File: config.mk
export PLATFORM = sky130hd
export DESIGN_NAME = sat_slice_monitor
export DESIGN_NICKNAME = d
export VERILOG_FILES = /design/src/rtl/sat_mon_pkg.sv /design/src/rtl/sat_slice_accum.sv /design/src/rtl/sat_slice_seq.sv /design/src/rtl/sat_slice_monitor.sv
export SDC_FILE = /design/constraint.sdc
export NUM_CORES = 1
export LEC_CHECK = 0
export BUFFER_PORTS_ARGS = -buffer_cell sky130_fd_sc_hd__clkbuf_2
export CORE_AREA = 5 5 136 138
export DETAILED_ROUTE_END_ITERATION = 10
export DIE_AREA = 0 0 141 143
export GPL_ROUTABILITY_DRIVEN = 0
export HOLD_SLACK_MARGIN = 0.06
export PLACE_DENSITY = 0.53
export SLEW_MARGIN = 10
export SYNTH_ARGS = -nofsm -noshare
export SYNTH_HDL_FRONTEND = slang
export SYNTH_HIERARCHICAL = 1
export SYNTH_SLANG_ARGS = --single-unit
File: constraint.sdc
create_clock -name clk -period 5.7 [get_ports clk]
set_input_delay 0.57 -clock clk [delete_from_list [all_inputs] [get_ports clk]]
set_output_delay 0.57 -clock clk [all_outputs]
set_load 0.01 [all_outputs]
File: src/rtl/sat_mon_pkg.sv
package sat_mon_pkg;
  localparam int CNT_W   = 8;
  localparam int POP_W   = 6;
  localparam int FLAG_MAX = 32;

  // number of flags set among enabled channels
  function automatic logic [POP_W-1:0] pop_masked(input logic [FLAG_MAX-1:0] f,
                                                  input logic [FLAG_MAX-1:0] m);
    logic [POP_W-1:0] n;
    n = '0;
    for (int i = 0; i < FLAG_MAX; i++) n = n + POP_W'(f[i] & m[i]);
    return n;
  endfunction

  // add an increment, clipping at the count maximum
  function automatic logic [CNT_W-1:0] sat_add(input logic [CNT_W-1:0] a,
                                               input logic [POP_W-1:0] b);
    logic [CNT_W:0] s;
    s = {1'b0, a} + (CNT_W+1)'(b);
    return s[CNT_W] ? {CNT_W{1'b1}} : s[CNT_W-1:0];
  endfunction
endpackage

File: src/rtl/sat_slice_accum.sv
module sat_slice_accum
  import sat_mon_pkg::*;
#(
  parameter int NUM_CH = 4
) (
  input  logic              clk,
  input  logic              rst_n,
  input  logic              sample,
  input  logic              restart,
  input  logic              clr,
  input  logic [NUM_CH-1:0] flags,
  input  logic [NUM_CH-1:0] mask,
  output logic [CNT_W-1:0]  sum_now
);
  logic [CNT_W-1:0] acc_q;
  logic [CNT_W-1:0] acc_base;
  logic [POP_W-1:0] inc;

  assign acc_base = restart ? '0 : acc_q;
  assign inc      = sample ? pop_masked(FLAG_MAX'(flags), FLAG_MAX'(mask)) : '0;
  assign sum_now  = sat_add(acc_base, inc);

  always_ff @(posedge clk) begin
    if (!rst_n)      acc_q <= '0;
    else if (clr)    acc_q <= '0;
    else             acc_q <= sum_now;
  end

  // while a slice keeps running the running count never falls (no wrap)
  a_r3_no_wrap: assert property (@(posedge clk) disable iff (!rst_n)
    (!clr && !restart) |=> (acc_q >= $past(acc_q)));

  // without sampling and without restart, the sum equals the held count
  a_r8_idle_hold: assert property (@(posedge clk) disable iff (!rst_n)
    (!sample && !restart && !clr) |=> $stable(acc_q));
endmodule

File: src/rtl/sat_slice_seq.sv
module sat_slice_seq
  import sat_mon_pkg::*;
#(
  parameter int IDX_W  = 7,
  parameter int LEN_W  = 16,
  parameter int DATA_W = 16,
  localparam int ADDR_W = IDX_W + 1
) (
  input  logic              clk,
  input  logic              rst_n,
  input  logic              win,
  input  logic [IDX_W-1:0]  cfg_n,
  input  logic [LEN_W-1:0]  cfg_len,
  input  logic [CNT_W-1:0]  sum_now,
  output logic              sample,
  output logic              restart,
  output logic              clr,
  output logic              wr_en,
  output logic [ADDR_W-1:0] wr_addr,
  output logic [DATA_W-1:0] wr_data,
  output logic              chirp_done
);
  typedef enum logic [2:0] {S_IDLE, S_RUN, S_FILL, S_DONE, S_HOLD} st_t;

  st_t              st_q, st_d;
  logic [IDX_W-1:0] n_q, idx_q, idx_d;
  logic [LEN_W-1:0] len_q, cyc_q, cyc_d;
  logic             half_q;

  logic             idle, start, run_cyc, close_now, fill_now;
  logic [IDX_W-1:0] n_eff, idx_eff;
  logic [LEN_W-1:0] len_eff, cyc_eff;
  logic             slice_end, last_idx, emit;

  assign idle      = (st_q == S_IDLE);
  assign start     = idle && win;
  assign run_cyc   = start || (st_q == S_RUN && win);
  assign close_now = (st_q == S_RUN) && !win;
  assign fill_now  = (st_q == S_FILL);
  assign n_eff     = idle ? cfg_n : n_q;
  assign len_eff   = idle ? ((cfg_len == '0) ? LEN_W'(1) : cfg_len) : len_q;
  assign cyc_eff   = idle ? '0 : cyc_q;
  assign idx_eff   = idle ? '0 : idx_q;
  assign slice_end = run_cyc && (cyc_eff == len_eff - LEN_W'(1));
  assign last_idx  = (idx_eff == n_eff - IDX_W'(1));
  assign emit      = slice_end || close_now || fill_now;

  assign sample  = run_cyc;
  assign restart = start;
  assign clr     = slice_end || close_now;

  always_comb begin
    st_d  = st_q;
    idx_d = idx_eff;
    cyc_d = cyc_eff;
    case (st_q)
      S_IDLE, S_RUN: begin
        if (run_cyc) begin
          st_d = S_RUN;
          if (slice_end) begin
            cyc_d = '0;
            if (last_idx) st_d = S_DONE;
            else          idx_d = idx_eff + IDX_W'(1);
          end else begin
            cyc_d = cyc_eff + LEN_W'(1);
          end
        end else if (close_now) begin
          if (last_idx) st_d = S_DONE;
          else begin
            st_d  = S_FILL;
            idx_d = idx_eff + IDX_W'(1);
          end
        end
      end
      S_FILL: begin
        if (last_idx) st_d = S_DONE;
        else          idx_d = idx_eff + IDX_W'(1);
      end
      S_DONE:  st_d = S_HOLD;
      S_HOLD:  if (!win) st_d = S_IDLE;
      default: st_d = S_IDLE;
    endcase
  end

  always_ff @(posedge clk) begin
    if (!rst_n) begin
      st_q       <= S_IDLE;
      n_q        <= '0;
      len_q      <= LEN_W'(1);
      idx_q      <= '0;
      cyc_q      <= '0;
      half_q     <= 1'b0;
      wr_en      <= 1'b0;
      wr_addr    <= '0;
      wr_data    <= '0;
      chirp_done <= 1'b0;
    end else begin
      st_q  <= st_d;
      idx_q <= idx_d;
      cyc_q <= cyc_d;
      if (start) begin
        n_q   <= n_eff;
        len_q <= len_eff;
      end
      if (st_q == S_DONE) half_q <= ~half_q;
      wr_en      <= emit;
      wr_addr    <= {half_q, idx_eff};
      wr_data    <= fill_now ? '0 : DATA_W'(sum_now);
      chirp_done <= (st_q == S_DONE);
    end
  end

  // upper byte of every stored word is zero
  a_r4_upper_zero: assert property (@(posedge clk) disable iff (!rst_n)
    wr_en |-> (wr_data[DATA_W-1:CNT_W] == '0));

  // back-to-back writes step the slice index by one in the same half
  a_r4_index_step: assert property (@(posedge clk) disable iff (!rst_n)
    (wr_en && $past(wr_en)) |->
      (wr_addr[IDX_W-1:0] == $past(wr_addr[IDX_W-1:0]) + IDX_W'(1)) &&
      (wr_addr[IDX_W] == $past(wr_addr[IDX_W])));

  // chirp_done follows the write of the last slice and lasts one cycle
  a_r9_done_after_last: assert property (@(posedge clk) disable iff (!rst_n)
    chirp_done |-> ($past(wr_en) && ($past(wr_addr[IDX_W-1:0]) == n_q - IDX_W'(1))));
  a_r9_done_pulse: assert property (@(posedge clk) disable iff (!rst_n)
    chirp_done |=> !chirp_done);

  // the half select flips together with the end-of-chirp pulse
  a_r6_half_flip: assert property (@(posedge clk) disable iff (!rst_n)
    chirp_done |-> (half_q != $past(half_q)));

  // captured configuration holds for the whole chirp
  a_r10_cfg_hold: assert property (@(posedge clk) disable iff (!rst_n)
    (st_q != S_IDLE && $past(st_q) != S_IDLE) |-> ($stable(n_q) && $stable(len_q)));
endmodule

File: src/rtl/sat_slice_monitor.sv
module sat_slice_monitor
  import sat_mon_pkg::*;
#(
  parameter int NUM_CH     = 4,
  parameter int MAX_SLICES = 127,
  parameter int LEN_W      = 16,
  parameter int DATA_W     = 16,
  localparam int IDX_W     = $clog2(MAX_SLICES + 1),
  localparam int ADDR_W    = IDX_W + 1
) (
  input  logic              clk,
  input  logic              rst_n,
  input  logic [NUM_CH-1:0] sat_flags,
  input  logic              win,
  input  logic [IDX_W-1:0]  cfg_slices,
  input  logic [LEN_W-1:0]  cfg_slice_len,
  input  logic [NUM_CH-1:0] cfg_ch_mask,
  output logic              wr_en,
  output logic [ADDR_W-1:0] wr_addr,
  output logic [DATA_W-1:0] wr_data,
  output logic              chirp_done
);
  logic              sample, restart, clr;
  logic [CNT_W-1:0]  sum_now;
  logic [NUM_CH-1:0] mask_q, mask_eff;
  logic              first;

  // mask follows the same capture-at-start rule as the other settings
  assign first    = restart;
  assign mask_eff = first ? cfg_ch_mask : mask_q;

  always_ff @(posedge clk) begin
    if (!rst_n)     mask_q <= '0;
    else if (first) mask_q <= cfg_ch_mask;
  end

  sat_slice_accum #(.NUM_CH(NUM_CH)) u_accum (
    .clk     (clk),
    .rst_n   (rst_n),
    .sample  (sample),
    .restart (restart),
    .clr     (clr),
    .flags   (sat_flags),
    .mask    (mask_eff),
    .sum_now (sum_now)
  );

  sat_slice_seq #(.IDX_W(IDX_W), .LEN_W(LEN_W), .DATA_W(DATA_W)) u_seq (
    .clk        (clk),
    .rst_n      (rst_n),
    .win        (win),
    .cfg_n      (cfg_slices),
    .cfg_len    (cfg_slice_len),
    .sum_now    (sum_now),
    .sample     (sample),
    .restart    (restart),
    .clr        (clr),
    .wr_en      (wr_en),
    .wr_addr    (wr_addr),
    .wr_data    (wr_data),
    .chirp_done (chirp_done)
  );

  // nothing is written or signalled in the cycle after reset
  a_r1_reset_quiet: assert property (@(posedge clk)
    !rst_n |=> (!wr_en && !chirp_done));
endmodule

==> impl_results.md, run 1 <==
- Core Util, Final: 0.345
- Most frequent cells in the layout: nand2_1 (84), dfxtp_1 (80), nor2_1 (58)
- WS Path Type: flip-flop to flip-flop
- Status: finished, final reports clean
- Worst Reg-to-Reg Cells: 13
- Synth unique cells: 73
- Initial Util: 0.303
- Yosys top cell area share: 0.310
- Remaining antenna violation count after routing: 0
- Endpoints failing setup: 0
- Fraction of layout instances using a drive strength above 1: 0.152
- # H-tree levels: 3
- Predominant post-synthesis flop cell: dfxtp_1
- CTS tree: done
- Post-route clock period utilization: 0.838
- YS warnings: 6
- Clock sink total: 80
- Most Used Layer, Global Route: met2
- Post-synthesis sequential area ratio: 0.310
- CP Capture Type: flip-flop
- Skew-Pair Late Insertion Delay: ~0.35 ns
- Worst slew margin: 0.392
- Post-synth ARST share: 0
- CP Max Fanout: 18
- Area leader, netlist: dfxtp_1
- Synth-to-Final Area Change: 14.0%
- WHS: roughly 0.47 ns
- Vias in the first global route: 4630
- Largest net degree at the start of global routing: 46
- CTS-repair resized insts: 0
- Die area: 0.0202 mm²
- DRT Pass-1 Iters: 5
- Most common cell after layout, fill and taps aside: nand2_1
- CP startpoint kind: flip-flop
- Core Area: 0.0171 mm²
- Antenna violations before repair: 0
- Tot Pwr: between 1 and 1.5 mW
- Vias: 4719
- Reg2reg start: u_seq/st_q[1]
- Root Buffer: clkbuf_16
- Starting DRC count in detailed routing: ~360
- Hold Fails Final Rpt: 0
- Fillers: around 1800
- Total Routing Usage GR: 0.151
- Critical Path RT: 5.94 ns
- Num CTS Buffers: 9
- RSZ-0062 raised after global routing: false
- First-pass GRT wire length: about 25 mm
- Grt total ovfl: 0
- Reg clk slew, reported paths: 0.07 ns
- Static Leak: approximately 2.4 nW
- CP Capture Point: u_seq/idx_q[6]
- Met3 Use GR: 0.0415
- Register bit count reported by yosys: 80
- Met2 Usage GRT: 0.226
- Num ports: 60
- # Post-CTS Setup Buffers: 0
- IO buf count: 51
- Routed len/inst: between 15 and 20 µm
- Hold WC Path Type: primary input to flip-flop
- Met1 Track Usage GR: 0.209
- Hold path cells: 3
- Worst R2R End: u_seq/idx_q[6]
- Die W: approximately 140 µm
- Max Clk Rate: 209 MHz
- Max clock buf depth: 2
- Mapped Avg Cell Area: slightly below 8 µm²
- Total length of routed wires: between 10 and 15 mm
- CP arrival: 5.02 ns
- Slew Limit Fails: 0
- Fin nets: 732
- Post-Synthesis Cells: about 660
- Maximum VDD drop: around 150 µV
- Final TNS setup: 0 ns
- Vias per cell: a little over 5
- Clock Skew: between 0.007 and 0.008 ns
- Crit. Startpoint: u_seq/st_q[1]
- Chip height: roughly 140 µm
- R2R setup slack: around 0.92 ns
- Synthesized area: 0.00517 mm²
- Number of flops mapped to enable cells by yosys: 0
- Pwr Density: approximately 250 mW/mm²
- Worst slew pin tran: slightly above 0.9 ns
- Synth area leaders: dfxtp_1 (31%), nand2_1 (6.1%), a21oi_1 (5.1%)
- Hold buffers post-CTS: 0
- Residual DRC count: 0
- Num rows: 48
- ANT cells: 0
- Max-cap violation count: 0
- Minimum clock period: around 4.8 ns
- Hpwl dp: roughly 10 mm
## flip-flops by register name, indices dropped and copies added, names as in the netlist
name and count:
mask_q 4, u_seq/cyc_q 16, u_seq/wr_en 1, u_seq/wr_data 8, u_seq/n_q 7, u_seq/st_q 3, u_seq/wr_addr 8, u_accum/acc_q 8
u_seq/len_q 16, u_seq/chirp_done 1, u_seq/half_q 1, u_seq/idx_q 7
## worst min-delay path by stage
stage	startpoint	end	slack, ns
6_report	cfg_slices[6]	u_seq/n_q[6]	0.47
5_1_grt	cfg_slice_len[1]	u_seq/len_q[1]	0.48
4_1_cts	cfg_slices[6]	u_seq/n_q[6]	0.45
3_5_place_dp	u_seq/n_q[6]	u_seq/n_q[6]	0.46
3_3_place_gp	u_seq/n_q[6]	u_seq/n_q[6]	0.45
2_1_floorplan	u_seq/len_q[15]	u_seq/len_q[15]	0.45
## final cells by class
class                      count  area, µm²  area share
clock inverter                 7       87.6      0.0149
timing repair buffer          60        323      0.0548
tap                          225        282      0.0478
clock buffer                   9        225      0.0382
multi-input combinational    521       3320       0.563
inverter                      15       56.3     0.00956
sequential                    80       1600       0.272
## report_power, final
part / total, mW / internal (mW) / switching, mW / leakage (nW)
clock network: 0.620 / 0.350 / 0.270 / 0.154
logic: 0.249 / 0.0972 / 0.152 / 1.57
registers: 0.597 / 0.576 / 0.0211 / 0.650
## synth_stat cells, types with 3 or more instances
library cell / number
nor2b_1: 6
xor2_1: 27
buf_4: 8
buf_2: 4
clkbuf_1: 25
nand4_1: 9
dfxtp_1: 80
o211ai_1: 6
and2_1: 21
nand2b_1: 9
nand2_1: 84
nor4_1: 16
buf_6: 3
mux2_2: 6
a31oi_1: 4
nand3_1: 19
or3_1: 4
nor3b_1: 8
nand4b_1: 3
or4b_2: 3
a21o_1: 3
xnor2_1: 20
or4_1: 8
buf_1: 7
nor3_1: 25
mux2i_1: 24
ha_1: 9
o21a_1: 4
a41oi_1: 3
and2b_2: 3
and3_1: 12
o21ai_0: 16
o22ai_1: 3
inv_1: 13
nor2_1: 58
a21oi_1: 53
o31ai_1: 4
## critical path: stages (launching register included)
cell and delay, ns:
dfxtp_1 0.52, nor3_4 0.77, mux2i_1 0.27, ha_1 0.41, or4b_2 0.64, nor4_1 0.20
a21oi_1 0.09, xor2_1 0.15, or4_1 0.55, nor4_4 0.22, buf_4 0.25, nand2b_1 0.21
o22ai_1 0.11, o31a_1 0.29
## kinds of logic after synthesis
family	synth area share
AO/OA/AOI/OAI	0.149
buffers and inverters	0.0561
multiplexers	0.0624
other	0.000725
flip-flops	0.310
XOR/XNOR	0.0796
AND/OR/NAND/NOR	0.312
adder cells (fa/ha/maj)	0.0295
## metrics by stage
stage	instance area, µm²	instances	setup WS (ns)
3_5_place_dp	5580	901	0.963
4_1_cts	5890	917	0.952
5_1_grt	5890	917	0.522
6_report	5890	917	0.922
2_1_floorplan	5200	663	0.466
3_3_place_gp	5580	901	1.02
## per-layer routing
layer  wire [µm]  share of wire
met1        7300           0.50
met2        6310           0.43
met3         831          0.056
met4         271          0.018
met5           0              0
(Power assumes the default switching activity.)
==> inputs of run 2 (changes only) <==
- ABC_AREA: not set -> 1
- CORE_AREA: 5 5 136 138 -> 5 5 138 140
- DIE_AREA: 0 0 141 143 -> 0 0 143 145
- PLACE_DENSITY: 0.53 -> 0.55
- clock period: 5.7 -> 4.2 ns (I/O delays scaled with it)
==> run 2 against run 1 <==
Clock power increased by 19%. Register-to-register slack got worse by 0.47 ns. Clock skew increased by 0.0037 ns. Total power is 150% higher. Cell area up 3.5%. Die area increased by 2.8%. Critical path depth increased by 12. Critical path type unchanged. First-iteration DRC count down 31%. Global-route usage down 0.97 points.
==> impl_results.md, run 2 <==
- Slew Limit Fails: 0
- Post-synth ARST share: 0
- Initial Util: 0.303
- Endpoints failing setup: 0
- CP startpoint kind: flip-flop
- Minimum clock period: 3.75 ns
- Seq pwr share: 0.260
- Num CTS Buffers: 9
- Regs by FF count: u_seq/cyc_q (16), u_seq/len_q (16)
- Worst slew pin tran: around 0.76 ns
- Total Routing Usage GR: 0.141
- Reg clk slew, reported paths: roughly 0.060 ns
- First-pass GRT wire length: 24.0 mm
- DRT Pass-1 Iters: 5
- Placed cells: between 1000 and 1500
- Mapped Avg Cell Area: roughly 6.3 µm²
- Num ports: 60
- CP arrival: between 3 and 4 ns
- Yosys top cell area share: 0.298
- Routed len/inst: approximately 12 µm
- Most common cell after layout, fill and taps aside: nand2_1
- # H-tree levels: 3
- Core Util, Final: 0.344
- Die W: 143 µm
- WS Path Type: flip-flop to flip-flop
- Chip height: between 100 and 150 µm
- Post-route clock period utilization: 0.892
- Tot Pwr: 3.65 mW
- Vias in the first global route: 5014
- Core Area: approximately 0.018 mm²
- Most frequent cells in the layout: nand2_1 (226), inv_1 (128), nor2_1 (104)
- Number of flops mapped to enable cells by yosys: 0
- Hold WC Path Type: primary input to flip-flop
- Num rows: 49
- Critical Path RT: 4.43 ns
- Clock sink total: 80
- XOR/XNOR Fraction of Synth Area: 0.0406
- WHS: roughly 0.33 ns
- Clock Skew: around 0.011 ns
- Worst Reg-to-Reg Cells: 25
- CTS tree: done
- Final TNS setup: 0 ns
- Status: finished, final reports clean
- Grt total ovfl: 0
- Clk pwr share: 0.202
- Largest family of logic cells by synthesized area: simple AND/OR/NAND/NOR gates
- Complex-gate fraction of the synthesized area: 0.0946
- RSZ-0062 raised after global routing: false
- Die area: 0.0207 mm²
- Synth Area in Simple Gates: 0.404
- Max-cap violation count: 0
- CP Capture Type: flip-flop
- IO buf count: 51
- Worst slew margin: 0.491
- Hpwl dp: roughly 11 mm
- Reg2reg start: u_seq/st_q[0]
- YS warnings: 6
- Post-Synth Adder-Cell Area: 0.0284
- Net Switching: between 1.5 and 2 mW
- Synth unique cells: 42
- Vias per cell: between 4 and 5
- Synth area leaders: dfxtp_1 (30%), nand2_1 (16%), inv_1 (9.0%)
- Largest net degree at the start of global routing: 33
- ANT cells: 0
- # Post-CTS Setup Buffers: 0
- Placed Area: just under 0.006 mm²
- Pwr Density: ~600 mW/mm²
- Starting DRC count in detailed routing: 250
- Net Sw Frac: 0.480
- Combinational Power Share: 0.539
- Root Buffer: clkbuf_16
- Synth top cells by count: nand2_1 (226), inv_1 (128), nor2_1 (105), dfxtp_1 (80), nand3_1 (69)
- Post-synthesis sequential area ratio: 0.298
- Remaining antenna violation count after routing: 0
- Cell with the most instances after synthesis: nand2_1
- Maximum VDD drop: approximately 210 µV
- Cell-internal power: ~1.9 mW
- CP Capture Point: u_seq/wr_data[4]
- Register bit count reported by yosys: 80
- Final WS setup: 0.452 ns
- Fraction of layout instances using a drive strength above 1: 0.141
- Worst R2R End: u_seq/wr_data[4]
- Residual DRC count: 0
- Vias: about 5200
- Post-Synthesis Cells: ~860
- Crit. Startpoint: u_seq/st_q[0]
- Hold Fails Final Rpt: 0
- Predominant post-synthesis flop cell: dfxtp_1
- Max clock buf depth: 2
- Area leader, netlist: dfxtp_1
- Layout Cells excl Fill: about 1100
- Synthesized area: about 0.0054 mm²
- Static Leak: about 3 nW
- Skew-Pair Late Insertion Delay: ~0.34 ns
- R2R setup slack: 0.45 ns
- Antenna violations before repair: 0
- Fin nets: around 950
- CP Max Fanout: 17
- Mux cell area share after synthesis: 0
- Max Clk Rate: ~270 MHz
- Total length of routed wires: between 10 and 15 mm
- Layout Cell Area excl Fill: about 0.0061 mm²
- Synth-to-Final Area Change: 13.6%
- Pre-CTS setup slack: around 0.18 ns
-- run 2: routing by layer --
metal	vias up	part of all wire	GRT usage
li1	2772	-	-
met1	2301	0.49	0.187
met2	78	0.46	0.230
met3	13	0.029	0.0303
met4	0	0.018	0.0428
met5	-	0	0
-- run 2: repair_timing --
| item | CTS | global route |
|---|---|---|
| gates resized for setup | 0 | 1 |
| hold buffers | 0 | 0 |
| setup endpoints to repair | 0 | 2 |
-- run 2: power groups by stage --
stage,Clock (mW),Combinational [mW],Sequential [mW]
6_report,0.736,1.96,0.947
2_1_floorplan,0,1.53,0.954
5_1_grt,0.801,2.26,0.960
4_1_cts,0.766,1.97,0.946
3_3_place_gp,0,1.95,0.961
3_5_place_dp,0,1.96,0.961
-- run 2: kinds of logic after synthesis --
| family | after synthesis |
|---|---|
| AND/OR/NAND/NOR | 476 |
| buffers and inverters | 168 |
| AO/OA/AOI/OAI | 98 |
| flip-flops | 80 |
| XOR/XNOR | 24 |
| adder cells (fa/ha/maj) | 11 |
| other | 1 |
-- run 2: layout make-up --
cell class	instances	area (µm²)
Clock buffer	11	243
Multi-Input combinational cell	617	3090
Sequential cell	80	1600
Tap cell	229	287
Inverter	140	528
Timing Repair Buffer	60	323
Clock inverter	5	32.5
Fill cell	1928	11600
-- run 2: worst min-delay path by stage --
| stage | from | to | slack [ns] | depth (start not counted) |
|---|---|---|---|---|
| 2_1_floorplan | u_seq/half_q | u_seq/wr_addr[7] | 0.42 | 2 |
| 3_3_place_gp | u_seq/half_q | u_seq/wr_addr[7] | 0.44 | 2 |
| 3_5_place_dp | u_seq/half_q | u_seq/wr_addr[7] | 0.44 | 2 |
| 4_1_cts | cfg_slice_len[11] | u_seq/len_q[11] | 0.31 | 3 |
| 5_1_grt | cfg_slice_len[15] | u_seq/len_q[15] | 0.33 | 3 |
| 6_report | cfg_slices[6] | u_seq/n_q[6] | 0.33 | 3 |
-- run 2: worst max-delay path: stages, from the launching register on --
cell and delay (ns):
dfxtp_1 0.37, nor2_4 0.15, nand2_4 0.15, nor2_4 0.25, inv_2 0.08, nand2_1 0.06
nand2_1 0.06, inv_1 0.05, nand2_1 0.07, fa_1 0.54, inv_1 0.04, ha_1 0.19
ha_1 0.26, nand2_1 0.06, inv_1 0.06, fa_1 0.45, nand2_1 0.08, nand2_1 0.05
nand2_1 0.09, inv_1 0.07, nand3_2 0.21, inv_4 0.05, nor2_4 0.12, inv_2 0.03
inv_1 0.04, nor2_1 0.03
==> inputs of run 3 (changes only) <==
- CORE_AREA: 5 5 138 140 -> 4 4 137 139
- CTS_BUF_LIST: not set -> sky130_fd_sc_hd__clkbuf_4 sky130_fd_sc_hd__clkbuf_8 sky130_fd_sc_hd__clkbuf_16
- DIE_AREA: 0 0 143 145 -> 0 0 141 143
==> run 3 against run 2 <==
Register-to-register slack gained 0.02 ns. Wire length shrank 2.4%. Clock-buffer cell count up 1. Largest cell class unchanged. First-iteration DRC count grew 40%. Sequential share of layout area shrank 0.16 points. Non-clock buffer count is 1 lower. Die area is 2.8% lower. Cell count fell by 0.18%. Global-route usage grew 0.14 points. Worst setup slack improved by 0.024 ns. Hold slack got worse by 0.0047 ns. Critical endpoint unchanged. Critical path type unchanged. Cell area grew 0.62%.
==> impl_results.md, run 3 (synthesis results as in run 2) <==
- Status: finished, final reports clean
- Clock Skew: about 0.0077 ns
- Minimum clock period: 3.72 ns
- CP Capture Type: flip-flop
- Num ports: 60
- Worst slew pin tran: about 0.77 ns
- DRT Pass-1 Iters: 5
- Final TNS setup: 0 ns
- Starting DRC count in detailed routing: between 300 and 400
- Chip height: roughly 140 µm
- Net Switching: roughly 1.7 mW
- # H-tree levels: 3
- R2R setup slack: ~0.48 ns
- Clock sink total: 80
- Skew-Pair Late Insertion Delay: about 0.34 ns
- CP startpoint kind: flip-flop
- Residual DRC count: 0
- Die area: a little over 0.02 mm²
- RSZ-0062 raised after global routing: false
- Total length of routed wires: roughly 14 mm
- First-pass GRT wire length: approximately 23 mm
- Routed length on met3: around 480 µm
- Die W: around 140 µm
- Antenna violations before repair: 0
- Hold Fails Final Rpt: 0
- Total Routing Usage GR: 0.143
- CTS-repair resized insts: 0
- Max-cap violation count: 0
- Post-route clock period utilization: 0.887
- Metal2 WL: ~6.5 mm
- Remaining antenna violation count after routing: 0
- Num CTS Buffers: 9
- CTS tree: done
- Fraction of layout instances using a drive strength above 1: 0.141
- Largest net degree at the start of global routing: 33
- Vias: 5150
- IO buf count: 51
- Hold buffers post-CTS: 0
- # Post-CTS Setup Buffers: 0
- Slew Limit Fails: 0
- Hold WC Path Type: primary input to flip-flop
- Combinational Power Share: 0.518
- Most common cell after layout, fill and taps aside: nand2_1
- Critical Path RT: between 4 and 5 ns
- Core Area: approximately 0.018 mm²
- Vias in the first global route: about 4800
- Fin nets: approximately 950
- Static Leak: 3.02 nW
- WHS: 0.329 ns
- Reg clk slew, reported paths: 0.06 ns
- Max Clk Rate: around 270 MHz
- ANT cells: 0
- Core Util, Final: 0.348
- Routed len/inst: ~12 µm
- Maximum VDD drop: about 280 µV
- Clk pwr share: 0.230
- Initial Util: 0.304
- Pwr Density: around 600 mW/mm²
- Root Buffer: clkbuf_16
- Post-Route M1 WL: 6.71 mm
- Placed cells: roughly 1100
- Top layer in use: met4
- Synth-to-Final Area Change: 14.3%
- CP arrival: ~3.9 ns
- Endpoints failing setup: 0
- Cell-internal power: about 2.0 mW
- Most frequent cells in the layout: nand2_1 (226), inv_1 (128), nor2_1 (104)
- Regs by FF count: u_seq/cyc_q (16), u_seq/len_q (16)
- Hpwl dp: around 11 mm
- Num rows: 49
- CP Max Fanout: 11
- Worst slew margin: 0.488
- Net Sw Frac: 0.459
- Layout Cells excl Fill: around 1100
- WS Path Type: flip-flop to flip-flop
- Vias per cell: between 4 and 5
- Seq pwr share: 0.252
- Max clock buf depth: 2
- Grt total ovfl: 0
-- run 3: routing by layer --
metal,vias up,global-route usage
met5,-,0
met4,0,0.0439
met3,13,0.0298
met2,86,0.241
met1,2293,0.183
li1,2758,-
-- run 3: through the flow --
step / power [mW] / setup slack, ns / instance area [µm²]
6_report: 3.75 / 0.476 / 6140
5_1_grt: 4.11 / 0.0934 / 6140
4_1_cts: 3.79 / 0.458 / 6140
3_5_place_dp: 2.90 / 0.272 / 5810
3_3_place_gp: 2.90 / 0.310 / 5810
2_1_floorplan: 2.49 / 0.0528 / 5400
-- run 3: power groups by stage --
stage	logic [mW]	clock network, mW	registers, mW
2_1_floorplan	1.53	0	0.954
3_3_place_gp	1.94	0	0.961
3_5_place_dp	1.94	0	0.962
4_1_cts	1.95	0.888	0.947
5_1_grt	2.22	0.924	0.961
6_report	1.94	0.862	0.947
-- run 3: final cells by class --
cell class | instances | area [µm²]
fillers | 1950 | 11500
multi-input cells | 617 | 3080
well taps | 229 | 287
clock inverters | 3 | 65.1
flip-flops and latches | 80 | 1600
clock buffers | 12 | 260
repair buffers | 59 | 315
inverters | 140 | 528
-- run 3: worst max-delay path, cell delays in order (launching register included) --
cell     delay (ns)
dfxtp_1        0.36
nor2_4         0.15
nand2_4        0.07
nor2_2         0.30
inv_2          0.10
nand2_1        0.07
nand2_1        0.06
inv_1          0.05
nand2_1        0.06
fa_1           0.54
inv_1          0.04
ha_1           0.18
ha_1           0.26
nand2_1        0.06
inv_1          0.06
fa_1           0.45
nand2_1        0.09
nand2_1        0.05
nand2_1        0.09
inv_1          0.07
nand3_2        0.21
inv_4          0.05
nor2_4         0.12
inv_2          0.03
inv_1          0.04
nor2_1         0.04
-- run 3: worst paths after layout --
| kind | startpoint | endpoint | cells past startpoint |
|---|---|---|---|
| setup / recovery | u_seq/st_q[0] | u_seq/wr_data[4] | 25 |
| hold / removal | cfg_slice_len[15] | u_seq/len_q[15] | 3 |
| setup reg to reg | u_seq/st_q[0] | u_seq/wr_data[4] | 25 |
| hold reg to reg | u_seq/half_q | u_seq/wr_addr[7] | 2 |
